===== config.mk =====
export PLATFORM = sky130hd
export DESIGN_NAME = dll_cal_sweep
export DESIGN_NICKNAME = d
export VERILOG_FILES = /design/src/rtl/dll_cal_pkg.sv /design/src/rtl/dll_cal_gold.sv /design/src/rtl/dll_cal_rxmem.sv /design/src/rtl/dll_cal_timer.sv /design/src/rtl/dll_cal_sweep.sv
export SDC_FILE = /design/constraint.sdc
export NUM_CORES = 1
export LEC_CHECK = 0
export BUFFER_PORTS_ARGS = -buffer_cell sky130_fd_sc_hd__buf_2
export CORE_ASPECT_RATIO = 0.9
export CORE_MARGIN = 2
export CORE_UTILIZATION = 46
export DETAILED_ROUTE_END_ITERATION = 16
export GPL_ROUTABILITY_DRIVEN = 0
export PLACE_DENSITY = 0.58
export SYNTH_ARGS = -nofsm -noshare
export SYNTH_HDL_FRONTEND = slang
export SYNTH_SLANG_ARGS = --single-unit

===== constraint.sdc =====
create_clock -name clk -period 4.73 [get_ports clk]
set_clock_uncertainty 0.05 [all_clocks]
set_input_delay 0 -clock clk [delete_from_list [all_inputs] [get_ports clk]]
set_output_delay 0 -clock clk [all_outputs]
set_load 0.03 [all_outputs]

===== src/rtl/dll_cal_pkg.sv =====
package dll_cal_pkg;
  typedef enum logic [3:0] {
    S_IDLE, S_PROG, S_RSYNC, S_WAIT, S_READ, S_EVAL, S_MID, S_LOOK, S_SET, S_FIN
  } cal_state_e;
endpackage


===== src/rtl/dll_cal_gold.sv =====
module dll_cal_gold #(
  parameter int NBYTES = 16,
  localparam int AW = $clog2(NBYTES)
) (
  input  logic                  clk,
  input  logic                  we,
  input  logic [AW-1:0]         waddr,
  input  logic [7:0]            wdata,
  input  logic [NBYTES*8-1:0]   cmp_data,
  output logic                  match
);
  logic [7:0]        gold_q [NBYTES];
  logic [NBYTES-1:0] byte_eq;

  always_ff @(posedge clk) begin
    if (we) gold_q[waddr] <= wdata;
  end

  for (genvar i = 0; i < NBYTES; i++) begin : g_cmp
    assign byte_eq[i] = (cmp_data[8*i +: 8] == gold_q[i]);
  end

  assign match = &byte_eq;
endmodule


===== src/rtl/dll_cal_rxmem.sv =====
module dll_cal_rxmem #(
  parameter int DEPTH_W = 7,
  parameter int DATA_W  = 8,
  localparam int DEPTH  = 1 << DEPTH_W
) (
  input  logic               clk,
  input  logic               we,
  input  logic [DEPTH_W-1:0] waddr,
  input  logic [DATA_W-1:0]  wdata,
  input  logic [DEPTH_W-1:0] raddr,
  output logic [DATA_W-1:0]  rdata
);
  logic [DATA_W-1:0] mem [DEPTH];

  always_ff @(posedge clk) begin
    if (we) mem[waddr] <= wdata;
    rdata <= mem[raddr];
  end
endmodule


===== src/rtl/dll_cal_timer.sv =====
module dll_cal_timer #(
  parameter int WAIT_CYC = 20,
  localparam int CW = $clog2(WAIT_CYC + 1)
) (
  input  logic clk,
  input  logic rst,
  input  logic kick,
  output logic expired
);
  logic [CW-1:0] cnt_q;
  logic          run_q;

  assign expired = run_q && (cnt_q == CW'(WAIT_CYC - 1));

  always_ff @(posedge clk) begin
    if (rst) begin
      cnt_q <= '0;
      run_q <= 1'b0;
    end else if (kick) begin
      cnt_q <= '0;
      run_q <= 1'b1;
    end else if (run_q) begin
      cnt_q <= cnt_q + 1'b1;
      if (expired) run_q <= 1'b0;
    end
  end
endmodule


===== src/rtl/dll_cal_sweep.sv =====
module dll_cal_sweep
  import dll_cal_pkg::*;
#(
  parameter int DLY_W       = 7,
  parameter int NBYTES      = 16,
  parameter int RESYNC_WAIT = 20,
  localparam int AW = $clog2(NBYTES),
  localparam int CW = DLY_W + 1
) (
  input  logic                clk,
  input  logic                rst,
  input  logic                start,
  input  logic                gold_we,
  input  logic [AW-1:0]       gold_addr,
  input  logic [7:0]          gold_data,
  output logic                rd_req,
  input  logic                rd_done,
  input  logic [NBYTES*8-1:0] rd_data,
  output logic [DLY_W-1:0]    tx_dly,
  output logic [DLY_W-1:0]    rx_dly,
  output logic                dll_resync,
  output logic                phy_en,
  output logic                pipe_en,
  output logic                ddr_en,
  output logic [DLY_W-1:0]    cal_tx,
  output logic [DLY_W-1:0]    cal_rx,
  output logic                done,
  output logic                err,
  output logic                calibrated
);
  localparam logic [DLY_W-1:0] MAXC = {DLY_W{1'b1}};
  localparam logic [CW-1:0]    NOTF = {CW{1'b1}};

  cal_state_e       state_q;
  logic             stage2_q, final_q, pass_q, ok_q;
  logic [CW-1:0]    tx_start_q;
  logic [DLY_W-1:0] tx_end_q, rx_lo_q, rx_last_q;
  logic             match, expired;
  logic             mem_we;
  logic [CW-1:0]    mem_wdata, mem_rdata;
  logic [CW-1:0]    tx_sum, rx_sum;
  logic [DLY_W-1:0] tx_mid, rx_mid;

  // midpoints: sums fit in DLY_W+1 bits
  assign tx_sum = CW'(tx_start_q[DLY_W-1:0]) + CW'(tx_end_q);
  assign tx_mid = tx_sum[CW-1:1];
  assign rx_sum = CW'(rx_lo_q) + CW'(rx_last_q);
  assign rx_mid = rx_sum[CW-1:1];

  // stage-one record of the first passing receive code per transmit code
  always_comb begin
    mem_we    = 1'b0;
    mem_wdata = NOTF;
    if (state_q == S_EVAL && !stage2_q) begin
      if (pass_q) begin
        mem_we    = 1'b1;
        mem_wdata = {1'b0, rx_dly};
      end else if (rx_dly == MAXC) begin
        mem_we    = 1'b1;
        mem_wdata = NOTF;
      end
    end
  end

  dll_cal_gold #(.NBYTES(NBYTES)) u_gold (
    .clk(clk), .we(gold_we), .waddr(gold_addr), .wdata(gold_data),
    .cmp_data(rd_data), .match(match)
  );

  dll_cal_rxmem #(.DEPTH_W(DLY_W), .DATA_W(CW)) u_rxmem (
    .clk(clk), .we(mem_we), .waddr(tx_dly), .wdata(mem_wdata),
    .raddr(tx_mid), .rdata(mem_rdata)
  );

  dll_cal_timer #(.WAIT_CYC(RESYNC_WAIT)) u_timer (
    .clk(clk), .rst(rst), .kick(state_q == S_RSYNC), .expired(expired)
  );

  always_ff @(posedge clk) begin
    if (rst) begin
      state_q    <= S_IDLE;
      stage2_q   <= 1'b0;
      final_q    <= 1'b0;
      pass_q     <= 1'b0;
      ok_q       <= 1'b0;
      tx_start_q <= NOTF;
      tx_end_q   <= '0;
      rx_lo_q    <= '0;
      rx_last_q  <= '0;
      tx_dly     <= '0;
      rx_dly     <= '0;
      dll_resync <= 1'b0;
      rd_req     <= 1'b0;
      phy_en     <= 1'b0;
      pipe_en    <= 1'b0;
      ddr_en     <= 1'b0;
      cal_tx     <= '0;
      cal_rx     <= '0;
      done       <= 1'b0;
      err        <= 1'b0;
      calibrated <= 1'b0;
    end else begin
      case (state_q)
        S_IDLE: if (start) begin
          done       <= 1'b0;
          err        <= 1'b0;
          calibrated <= 1'b0;
          phy_en     <= 1'b1;
          pipe_en    <= 1'b1;
          ddr_en     <= 1'b1;
          tx_dly     <= '0;
          rx_dly     <= '0;
          tx_start_q <= NOTF;
          stage2_q   <= 1'b0;
          final_q    <= 1'b0;
          state_q    <= S_PROG;
        end
        S_PROG: begin
          dll_resync <= 1'b0;
          state_q    <= S_RSYNC;
        end
        S_RSYNC: begin
          dll_resync <= 1'b1;
          state_q    <= S_WAIT;
        end
        S_WAIT: if (expired) begin
          if (final_q) begin
            ok_q    <= 1'b1;
            state_q <= S_FIN;
          end else begin
            rd_req  <= 1'b1;
            state_q <= S_READ;
          end
        end
        S_READ: if (rd_done) begin
          rd_req  <= 1'b0;
          pass_q  <= match;
          state_q <= S_EVAL;
        end
        S_EVAL: begin
          if (!stage2_q) begin
            if (pass_q) begin
              if (tx_start_q == NOTF) tx_start_q <= {1'b0, tx_dly};
              if (tx_dly == MAXC) begin
                tx_end_q <= MAXC;
                state_q  <= S_MID;
              end else begin
                tx_dly  <= tx_dly + 1'b1;
                rx_dly  <= '0;
                state_q <= S_PROG;
              end
            end else if (rx_dly != MAXC) begin
              rx_dly  <= rx_dly + 1'b1;
              state_q <= S_PROG;
            end else if (tx_start_q != NOTF) begin
              tx_end_q <= tx_dly - 1'b1;
              state_q  <= S_MID;
            end else if (tx_dly == MAXC) begin
              ok_q    <= 1'b0;
              state_q <= S_FIN;
            end else begin
              tx_dly  <= tx_dly + 1'b1;
              rx_dly  <= '0;
              state_q <= S_PROG;
            end
          end else begin
            if (pass_q) begin
              rx_last_q <= rx_dly;
              if (rx_dly == MAXC) state_q <= S_SET;
              else begin
                rx_dly  <= rx_dly + 1'b1;
                state_q <= S_PROG;
              end
            end else begin
              state_q <= S_SET;
            end
          end
        end
        S_MID: begin
          tx_dly  <= tx_mid;
          state_q <= S_LOOK;
        end
        S_LOOK: begin
          rx_dly    <= mem_rdata[DLY_W-1:0];
          rx_lo_q   <= mem_rdata[DLY_W-1:0];
          rx_last_q <= mem_rdata[DLY_W-1:0];
          stage2_q  <= 1'b1;
          state_q   <= S_PROG;
        end
        S_SET: begin
          rx_dly  <= rx_mid;
          final_q <= 1'b1;
          state_q <= S_PROG;
        end
        S_FIN: begin
          phy_en     <= 1'b0;
          pipe_en    <= 1'b0;
          ddr_en     <= 1'b0;
          done       <= 1'b1;
          err        <= !ok_q;
          calibrated <= ok_q;
          if (ok_q) begin
            cal_tx <= tx_dly;
            cal_rx <= rx_dly;
          end
          state_q <= S_IDLE;
        end
        default: state_q <= S_IDLE;
      endcase
    end
  end
endmodule


=== Word-level counts from Yosys, hierarchy flattened ===
Memory sizes are Yosys's and may differ from the RTL's. A register that Yosys moved wholly into a read port is not among the register bits.
Index checks and enable logic that the tools add are counted.

* Equal/unequal tests: 51
* Divide/modulo/power cells: 0
* Add/subtract/negate cells: 6
* Reduce and logical (&&, ||, !) cells: 32
* Muxes and demuxes: 73
* Multiply operators: 0
* Bitwise gates (word level): 1
* Shifts and indexed selects: 0
* Order comparisons: 0

{| class="wikitable"
|+ Operators by type and width
! kind !! number
|-
| $mux W7 || 19
|-
| $eq A8 B8 Y1 || 16
|-
| $mux W8 || 6
|-
| $mux W4 || 11
|-
| $pmux W4 S8 || 1
|-
| $pmux W7 S4 || 1
|-
| $ne A2 B2 Y1 const B || 12
|-
| $mux W1 || 22
|-
| $pmux W7 S3 || 1
|-
| $reduce_and A5 Y1 || 4
|-
| $pmux W1 S2 || 9
|-
| $reduce_bool A2 Y1 || 9
|-
| $add A7 B7 Y8 || 2
|-
| $eq A4 B3 Y1 const B || 4
|-
| $pmux W8 S2 || 1
|-
| $reduce_and A16 Y1 || 1
|-
| $add A7 B1 Y7 const B || 2
|-
| $eq A7 B7 Y1 const B || 2
|-
| $pmux W7 S2 || 1
|-
| $ne A3 B3 Y1 const B || 4
|-
| $reduce_and A2 Y1 || 5
|-
| $eq A4 B2 Y1 const B || 2
|-
| $eq A4 B4 Y1 const B || 2
|-
| $eq A8 B8 Y1 const B || 1
|-
| other kinds (19) || 25
|}

* Memories kept: 2
* Register bits after elaboration: 77
* Memory bits (writable): 1152
* Bits in read-only memories: 0
* Word-level logic and storage cells: 186
* Output and inout port bits: 36
* Bits in latches: 0
* Bits of input ports: 145

{| class="wikitable"
|+ Memory list
! name !! depth !! bits a word !! rd ports !! clocked after memory_dff !! wr ports !! RTL line !! RTL
|-
| u_rxmem.mem || 128 || 8 || 1 || 1 || 1 || dll_cal_rxmem.sv:13 || <nowiki>logic [DATA_W-1:0] mem [DEPTH];</nowiki>
|-
| u_gold.gold_q || 16 || 8 || 16 || 0 || 1 || dll_cal_gold.sv:12 || <nowiki>logic [7:0] gold_q [NBYTES];</nowiki>
|}

=== Logic depth before layout (Yosys ltp) ===
* Word-level depth: 7
* Depth in mapped cells: 12
* Depth with buffers taken out: 9

=== By module ===
A second synthesis with hierarchy kept.

* Cell total of the unflattened synthesis: 2503
* Area, all modules: 49381.1 µm²

{| class="wikitable"
|+ By module, submodules not included
! module !! area an instance (µm²) !! sequential area each (µm²) !! instances !! cells each
|-
| dll_cal_rxmem || 39665.5 || 30909.6 || 1 || 1635
|-
| dll_cal_gold || 5381.4 || 3843.7 || 1 || 327
|-
| dll_cal_sweep || 4023.9 || 1421.4 || 1 || 512
|-
| dll_cal_timer || 310.3 || 120.1 || 1 || 29
|}

=== Worst setup path after synthesis ===
OpenSTA, ideal clock, no wires.

* Path type: register -> register
* Start point: register pass_q
* End point: memory u_rxmem.mem[0][6] (data pin)
* Setup slack: 1.248 ns
* Library setup time: 0.904 ns
* Data required time: 3.776 ns
* Data arrival time: 2.528 ns
* Period minus slack after synthesis: 3.482 ns
* Stages on the path, launching flop included: 4
* Path buffers: 2
* Path through: dfxtp_1 > clkbuf_1 > clkbuf_1 > nand3_1

* Cells in the longest elaborated chain, start to end: 2

{| class="wikitable"
|+ RTL lines
! what !! RTL line !! RTL
|-
| start, declared || dll_cal_sweep.sv:35 || <nowiki>logic stage2_q, final_q, pass_q, ok_q;</nowiki>
|-
| start signal, assigned || dll_cal_sweep.sv:137 || <nowiki>pass_q <= match;</nowiki>
|-
| $mux W8 || dll_cal_sweep.sv:55 || <nowiki>if (pass_q) begin</nowiki>
|-
| $mux W8 || dll_cal_sweep.sv:54 || <nowiki>if (state_q == S_EVAL && !stage2_q) begin</nowiki>
|-
| via mem_wdata[6] || dll_cal_sweep.sv:40 || <nowiki>logic [CW-1:0] mem_wdata, mem_rdata;</nowiki>
|-
| end, declared || dll_cal_rxmem.sv:13 ||
|}

The timed path passes the listed nets, and every way through them passes these cells.

=== Final worst setup path ===
* Start point: register tx_start_q[1]
* End point: register u_rxmem.rdata[0] (read register of u_rxmem.mem)

* Cells in the longest elaborated chain, start to end: 1

{| class="wikitable"
|+ RTL lines
! what !! RTL line !! RTL
|-
| start, declared || dll_cal_sweep.sv:36 || <nowiki>logic [CW-1:0] tx_start_q;</nowiki>
|-
| start signal, assigned || dll_cal_sweep.sv:143 || <nowiki>if (tx_start_q == NOTF) tx_start_q <= {1'b0, tx_dly};</nowiki>
|-
| $add A7 B7 Y8 || dll_cal_sweep.sv:45 || <nowiki>assign tx_sum = CW'(tx_start_q[DLY_W-1:0]) + CW'(tx_end_q);</nowiki>
|-
| end, declared || dll_cal_rxmem.sv:11 || <nowiki>output logic [DATA_W-1:0] rdata</nowiki>
|}

Every way passes these cells.
A chain may end at the register's enable or synchronous reset.

==> results.cfg <==
[cts]
cts_resized = 0
cts-buffers-inserted = 111
clock_path_buffers = 3
h-tree-depth = 3
clkLatencyLatePin_ns = 0.70
clk_pin_slew_worst_paths_ns = 0.06
cts_tree = done
clock-root-buffer = clkbuf_16
clkSinkCount = 1108

[finish]
finalNonFillerCells = 4041
area.sequential_mm2 = 0.0324
syn_to_final_growth_pct = 14.0
stdcell_area_mm2 = 0.0510
layout-drive-gt1-share = 0.245
nFillCells = 7638
multi_input_area_mm2 = 0.0117
layout.nets = 2842
utilization = 0.529

[power_and_ir_drop]
powerDensity_mw_per_mm2 = 388
p_leak_nw = 19.2
vdd_ir_drop_max_mv = 0.264

[floorplanning]
pin_count = 181
dieWidth_um = 333
dieHeight_um = 300
core_mm2 = 0.0963
rows = 108
initial_core_util = 0.464
dieArea_mm2 = 0.0997

[global_route]
grt_pass1_vias = 24100
grt_overflow = 0
antenna_found_initial = 8
grt.total_usage = 0.229
grt_max_degree = 102
grt_pass1_wl_um = 166000

[timing]
setup_violations = 0
finalCritPeriodShare = 0.866
clock.fmax_ghz = 0.244
rsz0062_at_grt = no
tns_ns = 0
finalCriticalPeriod_ns = 4.09
slew_viol_final = 0
worst_slew_pin_slew_ns = 1.26
finalHoldViolCount = 0
slew_headroom = 0.150
whs_ns = 0.0477

[setup_path]
arrival_ns = 4.58
crit_required_ns = 5.21
start_kind = flop
cp_max_fo = 49
critPathKind = flop to flop
crit_path_end_kind = flop

[route]
dr.pass1.iters = 5
drc_errors = 0
drt_wl_total_um = 113000
via_per_inst = 5.81
antenna_left = 0
vias = 23500
post_drt_wl_per_cell_um = 28.1
drt_iter0_drc = 2476

[synthesis]
synthArstFlopShare = 0
yosysWarnings = 0
synth_edf_count = 1024
avgSynthCellArea_um2 = 18.5
ys_types = 74
synthTopCellsByArea = edfxtp_1 (69%), mux4_2 (13%), dfxtp_1 (3.8%)
synth_top_area_share = 0.688
syn_area_mm2 = 0.0447
yosysSeqAreaShare = 0.725
syn_nets = 2580
synthTopCellsByCount = edfxtp_1 (1024), mux4_2 (249), nor2_1 (215), mux2i_1 (104), nand2_1 (96)
yosys_most_used_dff = edfxtp_1
synth_seq_cells = 1108
synth.most_common_cell = edfxtp_1
synthCells = 2417
yosysTopAreaCell = edfxtp_1

[placed_design]
placed_area_mm2 = 0.0473
post-dp-hpwl_um = 73600
io_buffer_count = 180
dp_cells = 3810

[outcome]
status = completed

[job]
drv_cap = 0

[min_path]
hold_class = primary input to flop
-- layout by cell type (no fill, tap or decap), drive strengths merged, types with 46 or more instances in the layout --
| cell type | instances |
|---|---|
| nand2 | 96 |
| mux2i | 104 |
| nor2 | 216 |
| xor2 | 73 |
| clkbuf | 145 |
| a21oi | 49 |
| clkinv | 46 |
| dfxtp | 84 |
| edfxtp | 1024 |
| xnor2 | 64 |
| buf | 240 |
| mux4 | 252 |
-- report_power, final --
group	leakage, nW	switching (W)	internal [W]
Sequential	12.5	0.0000731	0.0106
Combinational	5.08	0.000398	0.000232
Clock	1.70	0.00367	0.00478
-- state kept, by name, summed over array words and instances (netlist names), 4 cells and up --
name,flops
u_timer.cnt_q,5
cal_rx,7
rx_lo_q,7
u_gold.gold_q,128
state_q,4
u_rxmem.mem,896
rx_last_q,7
tx_dly,7
rx_dly,7
tx_end_q,7
u_rxmem.rdata,7
tx_start_q,8
cal_tx,7
-- per-layer routing --
layer,GRT usage,vias up,part of all wire
li1,-,10200,-
met1,0.321,12300,0.42
met2,0.379,857,0.49
met3,0.0391,150,0.062
met4,0.0527,0,0.020
met5,0,-,0
-- worst max-delay path, stage by stage, from the launching register on --
cell      delay [ns]
dfxtp_1         0.39
inv_1           0.10
fa_4            1.11
buf_12          0.40
mux4_2          0.57
mux2i_1         0.36
mux4_1          0.48
o22a_1          0.26
o211ai_1        0.14
-- metrics by stage --
| stage | setup WS, ns | power [W] |
|---|---|---|
| 3_5_place_dp | 0.559 | 0.0115 |
| 3_3_place_gp | 0.578 | 0.0115 |
| 6_report | 0.635 | 0.0198 |
| 5_1_grt | 0.461 | 0.0203 |
| 2_1_floorplan | 1.25 | 0.0112 |
| 4_1_cts | 0.534 | 0.0199 |
-- layout make-up --
cell class,instances,share of cell area
inverters,29,0.00214
clock inverters,59,0.00955
multi-input cells,1168,0.230
clock buffers,145,0.0588
well taps,1265,0.0310
flip-flops and latches,1108,0.636
diodes,6,0.000295
repair buffers,261,0.0323
-- cells by family (layout without fill, tap and decap cells) --
| family | Yosys count | in the layout | synth area share |
|---|---|---|---|
| other cells | 0 | 6 | 0 |
| xor+xnor | 137 | 137 | 0.0270 |
| mux | 359 | 359 | 0.151 |
| buf+inv | 141 | 494 | 0.0156 |
| compound gates | 176 | 176 | 0.0268 |
| flops | 1108 | 1108 | 0.725 |
| fa+ha+maj | 18 | 18 | 0.00537 |
| simple gates | 478 | 478 | 0.0490 |
-- worst paths after layout --
path	from	end	slack [ns]	cells after the start
worst max register to register	tx_start_q[1]	u_rxmem.rdata[0]	0.64	8
worst max-delay path	tx_start_q[1]	u_rxmem.rdata[0]	0.64	8
worst min-delay path	rd_data[70]	pass_q	0.05	6
worst min register to register	cal_rx[0]	cal_rx[0]	0.40	2
-- repair_timing --
item	in CTS	in global routing
buffers inserted	0	0
hold buffers	21	0
hold endpoints to repair	287	0
No activity file was read; power rests on OpenSTA's default activity.
